`config.mk`:
```
export PLATFORM = sky130hd
export DESIGN_NAME = avs_level_calc
export DESIGN_NICKNAME = d
export VERILOG_FILES = /design/src/rtl/avs_calc_pkg.sv /design/src/rtl/avs_calc_dp.sv /design/src/rtl/avs_calc_ctrl.sv /design/src/rtl/avs_level_calc.sv
export SDC_FILE = /design/constraint.sdc
export NUM_CORES = 1
export LEC_CHECK = 0
export ABC_AREA = 1
export ABC_CLOCK_PERIOD_IN_PS = 10400
export CORE_ASPECT_RATIO = 1.5
export CORE_UTILIZATION = 55
export DETAILED_ROUTE_END_ITERATION = 10
export DONT_BUFFER_PORTS = 1
export PLACE_DENSITY_LB_ADDON = 0.1
export SETUP_SLACK_MARGIN = 0.1
export SYNTH_ARGS = -nofsm -noshare
export SYNTH_HDL_FRONTEND = slang
export SYNTH_HIERARCHICAL = 1
export SYNTH_SLANG_ARGS = --single-unit
```
`constraint.sdc`:
```
create_clock -name clk -period 10.4 [get_ports clk]
set_input_delay 1.04 -clock clk [delete_from_list [all_inputs] [get_ports clk]]
set_output_delay 1.04 -clock clk [all_outputs]
set_load 0.03 [all_outputs]
```
`src/rtl/avs_calc_pkg.sv`:
```
`timescale 1ns/1ps
package avs_calc_pkg;

  // Strobes from the control FSM to the datapath
  typedef struct packed {
    logic       load;    // capture inputs, clear search pointer
    logic       step;    // advance search by one entry
    logic       commit;  // store current search result
    logic [1:0] sel;     // which search (0: level 1, 1: levels 2/3, 2: floor)
    logic [2:0] wrSeq;   // position in the write sequence
  } avs_ctl_t;

  // Millivolts of table entry i
  function automatic logic [10:0] idxToMv(input logic [5:0] i);
    int unsigned v;
    v = 747 + (35 * int'(i)) / 3;
    return v[10:0];
  endfunction

endpackage

```
`src/rtl/avs_calc_dp.sv`:
```
`timescale 1ns/1ps
module avs_calc_dp
  import avs_calc_pkg::*;
#(
  parameter int IDX_W   = 6,
  parameter int TABLE_N = 52,
  parameter int ADDR_W  = 8,
  parameter int DATA_W  = 32
) (
  input  logic              clk,
  input  logic              rstN,
  input  avs_ctl_t          ctl,
  input  logic [IDX_W-1:0]  lvl0In,
  input  logic [1:0]        clsIn,
  output logic              srchHit,
  output logic              fastCls,
  output logic              lvl0Bad,
  output logic [IDX_W-1:0]  lvlIdx [4],
  output logic [ADDR_W-1:0] wrAddr,
  output logic [DATA_W-1:0] wrData
);
  localparam int MV_W        = 11;
  localparam int LAST_IDX    = TABLE_N - 1;
  localparam int FLOOR_MV    = 1000;
  localparam int MARGIN_L1   = 100;
  localparam int MARGIN_L23  = 150;
  localparam int MIN_1000    = 1108;
  localparam int MIN_1200    = 1155;
  localparam int SET_BASE    = 'h1C;
  localparam int LOWV_ADDR   = 'h08;
  localparam int HI_POS      = 16;
  localparam int LO_POS      = 22;
  localparam int LOWV_BIT    = 6;
  localparam int EN_BIT      = 30;

  logic [IDX_W-1:0] baseIdx, srchIdx;
  logic [1:0]       clsReg;
  logic [IDX_W-1:0] idxQ [4];
  logic [MV_W-1:0]  v0, tgtL1, tgtL23, tgtFloor, target, curMv;
  logic             lowPath;
  logic [IDX_W-1:0] capped;

  assign lvl0Bad = int'(lvl0In) >= TABLE_N;
  assign fastCls = clsReg != 2'd0;
  assign v0      = idxToMv(baseIdx);
  assign lowPath = int'(v0) <= FLOOR_MV;

  always_comb begin
    if (lowPath || (int'(v0) - MARGIN_L1) < FLOOR_MV) tgtL1 = MV_W'(FLOOR_MV);
    else                                               tgtL1 = v0 - MV_W'(MARGIN_L1);
    if (lowPath || (int'(v0) - MARGIN_L23) < FLOOR_MV) tgtL23 = MV_W'(FLOOR_MV);
    else                                                tgtL23 = v0 - MV_W'(MARGIN_L23);
    tgtFloor = (clsReg >= 2'd2) ? MV_W'(MIN_1200) : MV_W'(MIN_1000);
    case (ctl.sel)
      2'd0:    target = tgtL1;
      2'd1:    target = tgtL23;
      default: target = tgtFloor;
    endcase
  end

  assign curMv   = idxToMv(srchIdx);
  assign srchHit = (curMv >= target) || (int'(srchIdx) == LAST_IDX);
  assign capped  = (srchIdx < baseIdx) ? srchIdx : baseIdx;

  always_ff @(posedge clk) begin
    if (!rstN) begin
      baseIdx <= '0;
      clsReg  <= '0;
      srchIdx <= '0;
      for (int i = 0; i < 4; i++) idxQ[i] <= '0;
    end else begin
      if (ctl.load) begin
        baseIdx <= lvl0In;
        clsReg  <= clsIn;
        idxQ[0] <= lvl0In;
        srchIdx <= '0;
      end
      if (ctl.step) srchIdx <= srchHit ? '0 : srchIdx + 1'b1;
      if (ctl.commit) begin
        case (ctl.sel)
          2'd0: idxQ[1] <= srchIdx;
          2'd1: begin
            idxQ[2] <= srchIdx;
            idxQ[3] <= srchIdx;
          end
          default: begin
            if (lowPath) begin
              idxQ[0] <= srchIdx;
              idxQ[1] <= srchIdx;
            end else if (idxQ[1] < capped) begin
              idxQ[1] <= capped;
            end
          end
        endcase
      end
    end
  end

  assign lvlIdx = idxQ;

  // Write formatter
  always_comb begin
    wrAddr = '0;
    wrData = '0;
    case (ctl.wrSeq)
      3'd0: ;
      3'd1: begin
        wrAddr = ADDR_W'(LOWV_ADDR);
        wrData[LOWV_BIT] = 1'b1;
      end
      3'd2, 3'd3, 3'd4: begin
        wrAddr = ADDR_W'(SET_BASE + 4 * (int'(ctl.wrSeq) - 2));
        wrData[HI_POS +: IDX_W] = idxQ[int'(ctl.wrSeq) - 1];
        wrData[LO_POS +: IDX_W] = idxQ[int'(ctl.wrSeq) - 1];
      end
      default: wrData[EN_BIT] = 1'b1;
    endcase
  end

  a_r1_search_in_table: assert property (@(posedge clk) disable iff (!rstN)
    int'(srchIdx) < TABLE_N);

  a_r1_one_entry_per_step: assert property (@(posedge clk) disable iff (!rstN)
    ctl.step && !srchHit |=> srchIdx == $past(srchIdx) + 1'b1);

endmodule

```
`src/rtl/avs_calc_ctrl.sv`:
```
`timescale 1ns/1ps
module avs_calc_ctrl
  import avs_calc_pkg::*;
#(
  parameter int N_WRITES = 6
) (
  input  logic     clk,
  input  logic     rstN,
  input  logic     start,
  input  logic     srchHit,
  input  logic     fastCls,
  input  logic     lvl0Bad,
  input  logic     wrReady,
  output avs_ctl_t ctl,
  output logic     wrValid,
  output logic     done,
  output logic     error
);
  localparam logic [2:0] LAST_WR = 3'(N_WRITES - 1);

  typedef enum logic [1:0] {ST_IDLE, ST_SRCH, ST_WRITE, ST_FIN} state_t;
  state_t     state;
  logic [1:0] selQ;
  logic [2:0] seqQ;
  logic       errQ;
  logic       lastSearch;

  assign lastSearch = (selQ == 2'd2) || (selQ == 2'd1 && !fastCls);

  always_comb begin
    ctl        = '0;
    ctl.load   = (state == ST_IDLE) && start && !lvl0Bad;
    ctl.step   = (state == ST_SRCH);
    ctl.commit = (state == ST_SRCH) && srchHit;
    ctl.sel    = selQ;
    ctl.wrSeq  = seqQ;
  end

  assign wrValid = (state == ST_WRITE);
  assign done    = (state == ST_FIN);
  assign error   = errQ;

  always_ff @(posedge clk) begin
    if (!rstN) begin
      state <= ST_IDLE;
      selQ  <= '0;
      seqQ  <= '0;
      errQ  <= 1'b0;
    end else begin
      case (state)
        ST_IDLE: if (start) begin
          if (lvl0Bad) begin
            errQ  <= 1'b1;
            state <= ST_FIN;
          end else begin
            errQ  <= 1'b0;
            selQ  <= '0;
            state <= ST_SRCH;
          end
        end
        ST_SRCH: if (srchHit) begin
          if (lastSearch) begin
            seqQ  <= '0;
            state <= ST_WRITE;
          end else begin
            selQ <= selQ + 1'b1;
          end
        end
        ST_WRITE: if (wrReady) begin
          if (seqQ == LAST_WR) state <= ST_FIN;
          else                 seqQ  <= seqQ + 1'b1;
        end
        default: state <= ST_IDLE;
      endcase
    end
  end

  a_r9_done_single: assert property (@(posedge clk) disable iff (!rstN)
    done |=> !done);

  a_r2_no_write_on_error: assert property (@(posedge clk) disable iff (!rstN)
    error |-> !wrValid);

  a_r10_busy_start_ignored: assert property (@(posedge clk) disable iff (!rstN)
    (state == ST_SRCH) && start && !srchHit |=> state == ST_SRCH);

endmodule

```
`src/rtl/avs_level_calc.sv`:
```
`timescale 1ns/1ps
module avs_level_calc
  import avs_calc_pkg::*;
#(
  parameter int IDX_W   = 6,
  parameter int TABLE_N = 52,
  parameter int ADDR_W  = 8,
  parameter int DATA_W  = 32
) (
  input  logic              clk,
  input  logic              rstN,
  input  logic              start,
  input  logic [IDX_W-1:0]  lvl0In,
  input  logic [1:0]        clsIn,
  input  logic              wrReady,
  output logic [IDX_W-1:0]  lvlIdx0,
  output logic [IDX_W-1:0]  lvlIdx1,
  output logic [IDX_W-1:0]  lvlIdx2,
  output logic [IDX_W-1:0]  lvlIdx3,
  output logic              error,
  output logic              done,
  output logic [ADDR_W-1:0] wrAddr,
  output logic [DATA_W-1:0] wrData,
  output logic              wrValid
);
  avs_ctl_t         ctl;
  logic             srchHit, fastCls, lvl0Bad;
  logic [IDX_W-1:0] lvlIdx [4];

  avs_calc_ctrl #(.N_WRITES(6)) u_ctrl (
    .clk, .rstN, .start, .srchHit, .fastCls, .lvl0Bad, .wrReady,
    .ctl, .wrValid, .done, .error
  );

  avs_calc_dp #(.IDX_W(IDX_W), .TABLE_N(TABLE_N), .ADDR_W(ADDR_W), .DATA_W(DATA_W)) u_dp (
    .clk, .rstN, .ctl, .lvl0In, .clsIn, .srchHit, .fastCls, .lvl0Bad,
    .lvlIdx, .wrAddr, .wrData
  );

  assign lvlIdx0 = lvlIdx[0];
  assign lvlIdx1 = lvlIdx[1];
  assign lvlIdx2 = lvlIdx[2];
  assign lvlIdx3 = lvlIdx[3];

  a_r8_write_held: assert property (@(posedge clk) disable iff (!rstN)
    wrValid && !wrReady |=> wrValid && $stable(wrAddr) && $stable(wrData));

  a_r5_level_order: assert property (@(posedge clk) disable iff (!rstN)
    done && !error |-> (lvlIdx2 == lvlIdx3) && (lvlIdx1 >= lvlIdx2)
                       && (int'(lvlIdx1) < TABLE_N));

endmodule

```
==> results of run 1 <==
-- stage by stage --
stage               worst slack (ps)  area, um2  setup TNS (ps)
CTS                              113      10300               0
global route                    -877      11100          -21700
floorplan                       93.3       8570               0
global placement                -226       9570           -3120
finish                          -198      11100           -1270
detailed placement              -425       9570           -9410
-- Yosys cell counts, types with 4 or more instances --
cell                       instances
sky130_fd_sc_hd__a21oi_1          57
sky130_fd_sc_hd__a21oi_2           5
sky130_fd_sc_hd__a31oi_1          12
sky130_fd_sc_hd__buf_4            35
sky130_fd_sc_hd__clkbuf_1         10
sky130_fd_sc_hd__dfxtp_1          40
sky130_fd_sc_hd__fa_1              4
sky130_fd_sc_hd__ha_1             89
sky130_fd_sc_hd__inv_1           161
sky130_fd_sc_hd__inv_2            33
sky130_fd_sc_hd__nand2_1         363
sky130_fd_sc_hd__nand2_2          57
sky130_fd_sc_hd__nand2_4          15
sky130_fd_sc_hd__nand3_1         118
sky130_fd_sc_hd__nand3_2          18
sky130_fd_sc_hd__nand3_4          12
sky130_fd_sc_hd__nand4_1          32
sky130_fd_sc_hd__nand4_4           9
sky130_fd_sc_hd__nor2_1           87
sky130_fd_sc_hd__nor2_2           11
sky130_fd_sc_hd__nor2_4           10
sky130_fd_sc_hd__nor3_1           13
sky130_fd_sc_hd__o211ai_1          4
sky130_fd_sc_hd__o21ai_0          40
sky130_fd_sc_hd__o21ai_1          20
sky130_fd_sc_hd__or2_2             5
sky130_fd_sc_hd__xnor2_1          10
sky130_fd_sc_hd__xor2_1           27
-- layer usage --
metal  up-vias  track usage, %
li1       4696               -
met4         0            13.3
met1      4302            30.9
met5         -               0
met2       232            59.5
met3       110            2.41
-- worst paths after layout --
| check | slack, ps | cells past startpoint | end | startpoint |
|---|---|---|---|---|
| setup / recovery | -200 | 91 | u_dp/lvlIdx[12] | u_dp/baseIdx[4] |
| hold reg to reg | 490 | 2 | u_dp/clsReg[0] | u_dp/clsReg[0] |
| setup reg to reg | -200 | 91 | u_dp/lvlIdx[12] | u_dp/baseIdx[4] |
| hold / removal | 490 | 2 | u_dp/clsReg[0] | u_dp/clsReg[0] |
-- layout make-up --
class	instances	area (um2)	area share, %
Timing Repair Buffer	202	1560	14.1
Inverter	200	771	6.97
Tap cell	199	249	2.25
Multi-Input combinational cell	1079	7530	68.0
Clock inverter	2	10.0	0.0905
Clock buffer	6	139	1.26
Sequential cell	40	808	7.30
-- worst max-delay path, delay by kind of cell, from the launching register on --
kind	cells	cell delay, ps
adders and majority gates	7	1580
buffers and inverters	29	2860
DFF	1	340
and+or+nand+nor	50	5040
AOI/OAI and AO/OA	4	470
xor gates and xnor gates	1	190
-- registers in the layout, summed over array words and instances, names as in the netlist --
register,flops
u_ctrl/error,1
u_dp/lvlIdx,18
u_dp/clsReg,2
u_ctrl/selQ,2
u_dp/baseIdx,6
u_ctrl/state,2
u_dp/srchIdx,6
u_ctrl/seqQ,3
-- cells by family after synthesis --
family,synth area share [%]
buffers and inverters,13.5
XOR/XNOR,3.82
AND/OR/NAND/NOR,47.8
flip-flops,9.44
other,0.0442
adder cells (fa/ha/maj),14.1
AO/OA/AOI/OAI,11.4
-- timing repair --
| item | CTS | global route |
|---|---|---|
| resized for setup | 67 | 158 |
| buffers inserted | 36 | 16 |
| cloned | 1 | 0 |
| endpoints found under the setup margin | 31 | 31 |
| pin swaps | 50 | 82 |
==> results.md, run 1 <==
* Synthesized instance count at between 1000 and 1500
* Number of diodes at 0
* H-tree levels at 2
* CP endpoint kind: register
* Met1 Routed Length at 9200 um
* Cell taking the most area after synthesis: sky130_fd_sc_hd__nand2_1
* Data required time of the worst path at 10580 ps
* Highest clock frequency the design can meet at approximately 94 MHz
* Fraction of final layout cells sized beyond drive strength 1 at between 30% and 40%
* Clock Latency Late Sink at ~280 ps
* Setup Crit Path Kind: register to register
* Highest layer used for signal routing: met4
* Pin count of the biggest net entering global routing at 24
* Worst endpoint data arrival time at approximately 11000 ps
* Synthesis-to-layout area growth at 30.4%
* Final nets at around 1600
* Detailed-route DRC error count at 0
* Run status: finished with violations
* Cell Count Post-Placement at 1668
* Buffer depth of the longest clock path at 2
* TritonCTS clock tree: yes
* Most repeated library cell on the critical path: sky130_fd_sc_hd__buf_4
* Worst setup slack after layout at -198 ps
* Worst Clk Skew at between 6 and 7 ps
* Class of the worst hold path: register to register
* Met3 routed WL at 667 um
* Failing checks: setup timing
* RSZ-0062 raised after global routing: true
* Cell with the largest stage delay on the worst path: sky130_fd_sc_hd__fa_2
* Number of synthesized flops with an enable pin at 0
* Count of final hold-check violations at 0
* Flip-flop and latch count after synthesis at 40
* Count of endpoints failing setup in the final report at 12
* Shortest clock period the worst path allows after layout at about 11000 ps
* Highest fanout seen on the critical path at 5
* Area share of the largest cell type after synthesis at about 16%
* Highest-count cells in the layout ignoring fill and taps: sky130_fd_sc_hd__nand2_1 (319), sky130_fd_sc_hd__buf_4 (190), sky130_fd_sc_hd__inv_1 (145), sky130_fd_sc_hd__nand3_1 (93), sky130_fd_sc_hd__nand2_2 (81)
* Max_slew headroom at between 20 and 30%
* Final worst path period share at 102%
* Share of flip-flops with an asynchronous set or reset after synthesis at 0%
* Gr usage total at between 30% and 40%
* Main area contributors after synthesis: sky130_fd_sc_hd__nand2_1 (16%), sky130_fd_sc_hd__ha_1 (13%), sky130_fd_sc_hd__dfxtp_1 (9.4%), sky130_fd_sc_hd__inv_1 (7.1%), sky130_fd_sc_hd__nand3_1 (7.0%)
* Leading cell type in the layout, fill and taps excluded: sky130_fd_sc_hd__nand2_1
* First-pass GRT wire length at 39400 um
* Via count normalized by instance count at 5.41
* Number of iterations in the first detailed-routing pass at 5
* Total half-perimeter wirelength after legalization and detailed placement at approximately 19000 um
* Biggest cell delay along the critical path at about 350 ps
* Via count of the first global-routing pass at around 9000
* Last weighted congestion value of the routability-driven placer at approximately 0.88
* Detailed Route Iter0 Violations at ~470
* Die boundary width at 103 um
* DIE AREA at between 15000 and 20000 um2
* Post-Route Hold Slack at between 400 and 500 ps
* Fill cell instance count of the final layout at between 1000 and 1500
* Cell area after synthesis at between 8000 and 9000 um2
* Core region area at ~15000 um2
* Via count at just over 9000
* Number of hold-repair buffers added at the cts stage at 0
* Routed length on met2 at 13700 um
* Maximum capacitance violations at 0
* Final Util at roughly 73%
* Antenna violations before repair at 0
* WL per Instance at between 10 and 15 um
* Initial Util at a little under three fifths
* Final Max Slew Viols at 0
* Number of library cell types mapped by synthesis at 63
* Die extent in y at ~150 um
* Number of I/O pins at 79
* Most used flip-flop cell after synthesis: sky130_fd_sc_hd__dfxtp_1
* Non-Filler Instances at around 1700
* Register area share after synthesis at a little under a tenth
* Clk sinks at 40
* Num rows at 55
* Clock buffers created by TritonCTS at 5
* Synthesis Warnings at 6
* Critical Path Source Type: register
* Residual overflow from global routing at 0
* Port Buffers at 0
* Cell chosen for the clock root: sky130_fd_sc_hd__clkbuf_16
* Total wire length at ~25000 um
* Worst Max-Slew Pin Slew at 1050 ps
* Mapped Avg Cell Area at approximately 6.3 um2
* Remaining antenna violation count at 0
* Clock transition at the registers of the reported paths at ~60 ps
Power of run 1 is left out: the tool's default activity adds up to more than one toggle a clock period on the data nets, which glitch-free logic cannot reach.
==> run 2, diff against run 1 <==
- CORE_MARGIN: not set -> 2
- PLACE_DENSITY: not set -> 0.73
- PLACE_DENSITY_LB_ADDON: 0.1 -> not set
==> results.md, run 2 (synthesis gave the netlist of run 1 again) <==
* Pin count of the biggest net entering global routing at 24 (unchanged)
* DIE AREA at 16500 um2 (+3.3%)
* Clock Latency Late Sink at 280 ps (about the same)
* Worst Max-Slew Pin Slew at 1080 ps (+31.2 ps)
* Via count of the first global-routing pass at 8339 (-7.6%)
* Worst setup slack after layout at -90.9 ps (+107 ps)
* H-tree levels at 2 (unchanged)
* Highest-count cells in the layout ignoring fill and taps: sky130_fd_sc_hd__nand2_1 (320), sky130_fd_sc_hd__inv_1 (144), sky130_fd_sc_hd__buf_4 (125), sky130_fd_sc_hd__nand3_1 (99), sky130_fd_sc_hd__nand2_2 (86)
* Total cell area at the placement stage at 9200 um2 (-3.8%)
* Highest fanout seen on the critical path at 8 (+3)
* WL per Instance at 14.5 um (-0.64%)
* Final design instance area without fill at 10400 um2 (-5.8%)
* Fraction of final layout cells sized beyond drive strength 1 at 33.4% (-3.4 points)
* Gr usage total at 26.2% (-4.0 points)
* Number of I/O pins at 79 (unchanged)
* CP endpoint kind: register
* Detailed-route DRC error count at 0 (unchanged)
* Clock buffers created by TritonCTS at 5 (unchanged)
* Final nets at 1563 (-4.3%)
* Initial Util at 56.3% (unchanged)
* Final Util at 69.2% (-4.3 points)
* Final worst path period share at 101% (-1.0 points)
* Die extent in y at 156 um (+1.3%)
* Leading cell type in the layout, fill and taps excluded: sky130_fd_sc_hd__nand2_1
* Most repeated library cell on the critical path: sky130_fd_sc_hd__nand2_2
* Run status: finished with violations
* Cell chosen for the clock root: sky130_fd_sc_hd__clkbuf_16
* Core region area at 15100 um2 (unchanged)
* Worst Clk Skew at 7.69 ps (+1.60 ps)
* Non-Filler Instances at 1658 (-4.1%)
* Highest clock frequency the design can meet at 95.3 MHz (+1.0%)
* TritonCTS clock tree: yes
* Count of endpoints failing setup in the final report at 15 (+3)
* Detailed Route Iter0 Violations at 524 (+12%)
* Worst endpoint data arrival time at 10670 ps (-100 ps)
* Shortest clock period the worst path allows after layout at 10490 ps (-107 ps)
* Port Buffers at 0 (unchanged)
* Via count normalized by instance count at 5.49 (+1.6%)
* Num rows at 55 (unchanged)
* Max_slew headroom at 27.9% (-2.1 points)
* Failing checks: setup timing
* Antenna violations before repair at 0 (unchanged)
* Residual overflow from global routing at 0 (unchanged)
* Final Max Slew Viols at 0 (unchanged)
* Number of iterations in the first detailed-routing pass at 6 (+1)
* Cell with the largest stage delay on the worst path: sky130_fd_sc_hd__fa_2
* Largest register FFs at 18 (unchanged)
* Via count at 9102 (-2.5%)
* Critical Path Source Type: register
* Total wire length at 24000 um (-4.7%)
* Die boundary width at 105 um (+1.9%)
* RSZ-0062 raised after global routing: true
* Count of final hold-check violations at 0 (unchanged)
* Setup Crit Path Kind: register to register
* Total half-perimeter wirelength after legalization and detailed placement at 17900 um (-4.2%)
* Remaining antenna violation count at 0 (unchanged)
* Synthesis-to-layout area growth at 22.8%
* Last weighted congestion value of the routability-driven placer at 0.876 (-0.47%)
* Number of hold-repair buffers added at the cts stage at 0 (unchanged)
* Clock transition at the registers of the reported paths at 60 ps (about the same)
* Cell Count Post-Placement at 1619 (-2.9%)
* Clk sinks at 40 (unchanged)
* Buffer depth of the longest clock path at 2 (unchanged)
* First-pass GRT wire length at 36700 um (-6.8%)
* Biggest cell delay along the critical path at 560 ps (+210 ps)
* Data required time of the worst path at 10580 ps (about the same)
* Maximum capacitance violations at 0 (unchanged)
* Number of diodes at 0 (unchanged)
* Class of the worst hold path: register to register
-- run 2: changes by cell type in the layout (fill, tap and decap cells not counted), moves of 6 or more --
cell / change
sky130_fd_sc_hd__buf_4: -65
sky130_fd_sc_hd__o21ai_2: +9
sky130_fd_sc_hd__o21ai_1: -8
sky130_fd_sc_hd__nand2_4: -6
sky130_fd_sc_hd__nand3_1: +6
-- run 2: routing by layer --
| layer | GRT usage, % | vias to the layer above | part of all wire (%) |
|---|---|---|---|
| met5 | 0 | - | 0 |
| met1 | 27.2 | 4240 | 38 |
| li1 | - | 4554 | - |
| met3 | 1.80 | 71 | 3.0 |
| met2 | 55.2 | 237 | 56 |
| met4 | 6.35 | 0 | 3.3 |
-- run 2: per-stage QoR --
stage          TNS (ps)  setup WS, ps  hold WS (ps)
6_report           -551         -90.9           523
5_1_grt          -19620          -751           566
4_1_cts               0           104           529
3_5_place_dp      -6980          -357           490
3_3_place_gp       -601         -92.0           481
2_1_floorplan         0          93.3           452
-- run 2: cell type report --
cell class | instances | area, um2
clock buffer | 5 | 125
clock inverter | 3 | 47.5
fill | 1243 | 4650
inverter | 200 | 766
multi-input combinational | 1079 | 7410
sequential | 40 | 808
tap | 199 | 249
timing repair buffer | 132 | 1020
-- run 2: repair_timing --
| action | in CTS | in global routing |
|---|---|---|
| gates resized for setup | 53 | 150 |
| pin swaps | 33 | 89 |
| setup endpoints to repair | 31 | 31 |
| cloned | 1 | 0 |
| hold endpoints to repair | 0 | 0 |
| setup buffers | 8 | 22 |
-- run 2: final timing paths --
| path | from | depth (start not counted) | end | slack [ps] |
|---|---|---|---|---|
| max | u_dp/baseIdx[4] | 87 | u_dp/lvlIdx[13] | -90 |
| min | u_ctrl/state[0] | 2 | u_ctrl/state[0] | 520 |
| max reg2reg | u_dp/baseIdx[4] | 87 | u_dp/lvlIdx[13] | -90 |
| min reg2reg | u_ctrl/state[0] | 2 | u_ctrl/state[0] | 520 |
-- run 2: worst max-delay path, delay by kind of cell (launching register included) --
family | cells | cell delay [ps]
AO/OA/AOI/OAI | 6 | 710
adder cells (fa/ha/maj) | 7 | 1930
AND/OR/NAND/NOR | 57 | 6080
XOR/XNOR | 1 | 140
buffers and inverters | 16 | 1090
flip-flops | 1 | 340
Power of run 2 is left out for the same reason.
==> run 3, diff against run 2 <==
- CORE_UTILIZATION: 55 -> 40
- PLACE_DENSITY: 0.73 -> not set
- SETUP_SLACK_MARGIN: 0.1 -> 0.5
==> results.md, run 3 (synthesis gave the netlist of run 1 again) <==
* Run status: complete, no violations
* Maximum capacitance violations at 0 (unchanged)
* CP endpoint kind: register
* Final nets at 1641 (+5.0%)
* Critical Path Source Type: register
* Class of the worst hold path: register to register
* RSZ-0062 raised after global routing: true
* Critical path buffers and inverters at 25 (+9)
* Residual overflow from global routing at 0 (unchanged)
* Data required time of the worst path at 10580 ps (about the same)
* Cell with the largest stage delay on the worst path: sky130_fd_sc_hd__fa_2
* Count of endpoints failing setup in the final report at 0 (-15)
* Number of I/O pins at 79 (unchanged)
* Worst endpoint data arrival time at 10530 ps (-140 ps)
* Worst Max-Slew Pin Slew at 1040 ps (-35.2 ps)
* Worst Clk Skew at 9.81 ps (+2.12 ps)
* TritonCTS clock tree: yes
* Core region area at 20900 um2 (+39%)
* Fill cell instance count of the final layout at 1964 (+58%)
* Max_slew headroom at 30.3% (+2.4 points)
* Highest fanout seen on the critical path at 6 (-2)
* Setup Crit Path Kind: register to register
* Area of the multi-input gates at 7770 um2 (+4.9%)
* Synthesis-to-layout area growth at 35.1%
* Largest register FFs at 18 (unchanged)
* Initial Util at 40.6% (-16 points)
* Highest clock frequency the design can meet at 96.6 MHz (+1.3%)
* Via count of the first global-routing pass at 9007 (+8.0%)
* Antenna violations before repair at 1 (+1)
* Highest-count cells in the layout ignoring fill and taps: sky130_fd_sc_hd__nand2_1 (307), sky130_fd_sc_hd__buf_4 (195), sky130_fd_sc_hd__inv_1 (137), sky130_fd_sc_hd__nand3_1 (89), sky130_fd_sc_hd__nand2_2 (83)
* Shortest clock period the worst path allows after layout at 10360 ps (-136 ps)
* H-tree levels at 2 (unchanged)
* Number of hold-repair buffers added at the cts stage at 0 (unchanged)
* Buffer depth of the longest clock path at 2 (unchanged)
* Sequential cell area at 821 um2 (+1.5%)
* Leading cell type in the layout, fill and taps excluded: sky130_fd_sc_hd__nand2_1
* Remaining antenna violation count at 0 (unchanged)
* Clock buffers created by TritonCTS at 5 (unchanged)
* Total half-perimeter wirelength after legalization and detailed placement at 19200 um (+7.3%)
* Final worst path period share at 99.6% (-1.3 points)
* Clk sinks at 40 (unchanged)
* Cell chosen for the clock root: sky130_fd_sc_hd__clkbuf_16
* Via count normalized by instance count at 5.20 (-5.3%)
* First-pass GRT wire length at 40500 um (+10%)
* Count of final hold-check violations at 0 (unchanged)
* Num rows at 65 (+18%)
* Top delay family on crit path: simple AND/OR/NAND/NOR gates
* Number of diodes at 0 (unchanged)
* Last weighted congestion value of the routability-driven placer at 0.868 (-0.92%)
* Final Max Slew Viols at 0 (unchanged)
* Clock Latency Late Sink at 280 ps (about the same)
* Pin count of the biggest net entering global routing at 24 (unchanged)
* Most repeated library cell on the critical path: sky130_fd_sc_hd__buf_4
* Biggest cell delay along the critical path at 550 ps (about the same)
* DIE AREA at 22400 um2 (+36%)
* Fraction of final layout cells sized beyond drive strength 1 at 40.1% (+6.7 points)
* Die extent in y at 182 um (+17%)
* Detailed-route DRC error count at 0 (unchanged)
* Setup_tns at 0 ps (+551 ps)
* WL per Instance at 14.7 um (+1.6%)
* Detailed Route Iter0 Violations at 311 (-41%)
* Gr usage total at 21.9% (-4.3 points)
* Via count at 9381 (+3.1%)
* Total wire length at 26500 um (+11%)
* Number of iterations in the first detailed-routing pass at 5 (-1)
* Die boundary width at 123 um (+17%)
* Port Buffers at 0 (unchanged)
* Clock transition at the registers of the reported paths at 60 ps (about the same)
run 3: cell types whose count changed in the layout (fill, tap and decap cells not counted), moves of 7 or more:
| cell | change |
|---|---|
| sky130_fd_sc_hd__nor2_1 | -9 |
| sky130_fd_sc_hd__buf_4 | +70 |
| sky130_fd_sc_hd__inv_1 | -7 |
| sky130_fd_sc_hd__ha_4 | +8 |
| sky130_fd_sc_hd__ha_1 | -10 |
| sky130_fd_sc_hd__nand2_1 | -13 |
| sky130_fd_sc_hd__nand3_1 | -10 |
| sky130_fd_sc_hd__o21ai_1 | +7 |
| sky130_fd_sc_hd__nand3_2 | +7 |
| sky130_fd_sc_hd__nand2_4 | +17 |
run 3: per-stage QoR:
stage / cells / area (um2) / setup slack, ps / utilization (%) / hold WS (ps)
after floorplan: 1372 / 8720 / 504 / - / 452
after global placement: 1665 / 9270 / -47.9 / 44.3 / 470
after detailed placement: 1665 / 9270 / -152 / 44.3 / 475
after CTS: 1755 / 10500 / 308 / 50.4 / 493
after global routing: 1805 / 11500 / -604 / 54.9 / 524
final: 1805 / 11500 / 45.0 / 54.9 / 492
run 3: path summary, 6_finish.rpt:
path / from / endpoint / slack, ps / cells after the start
worst max-delay path: u_dp/baseIdx[4] / u_dp/lvlIdx[13] / 40 / 83
worst min-delay path: u_dp/clsReg[0] / u_dp/clsReg[0] / 490 / 2
worst max register to register: u_dp/baseIdx[4] / u_dp/lvlIdx[13] / 40 / 83
worst min register to register: u_dp/clsReg[0] / u_dp/clsReg[0] / 490 / 2
run 3: what timing repair did:
item | CTS | global route
setup buffers | 79 | 50
endpoints found under the hold margin | 0 | 0
pin swaps | 113 | 124
resized for setup | 123 | 142
cloned | 3 | 0
endpoints found under the setup margin | 31 | 31
run 3: metal layers:
metal  vias up  wire, um  track usage [%]
li1       4703         -                -
met1      4375      9430             21.4
met2       199     15100             45.4
met3       102       677             2.00
met4         2      1280             7.95
met5         -         7                0
run 3: worst min-delay path, delay by kind of cell, from the launching register on:
family	cells	cell delay, ps
flip-flops	1	320
AND/OR/NAND/NOR	1	70
AO/OA/AOI/OAI	1	70
run 3: cell type report:
| type | instances | area share (%) |
|---|---|---|
| Clock inverter | 1 | 0.0764 |
| Multi-Input combinational cell | 1081 | 67.8 |
| Inverter | 200 | 6.77 |
| Timing Repair Buffer | 208 | 14.1 |
| Sequential cell | 40 | 7.16 |
| Tap cell | 268 | 2.92 |
| Clock buffer | 7 | 1.16 |
Power of run 3 is left out for the same reason.
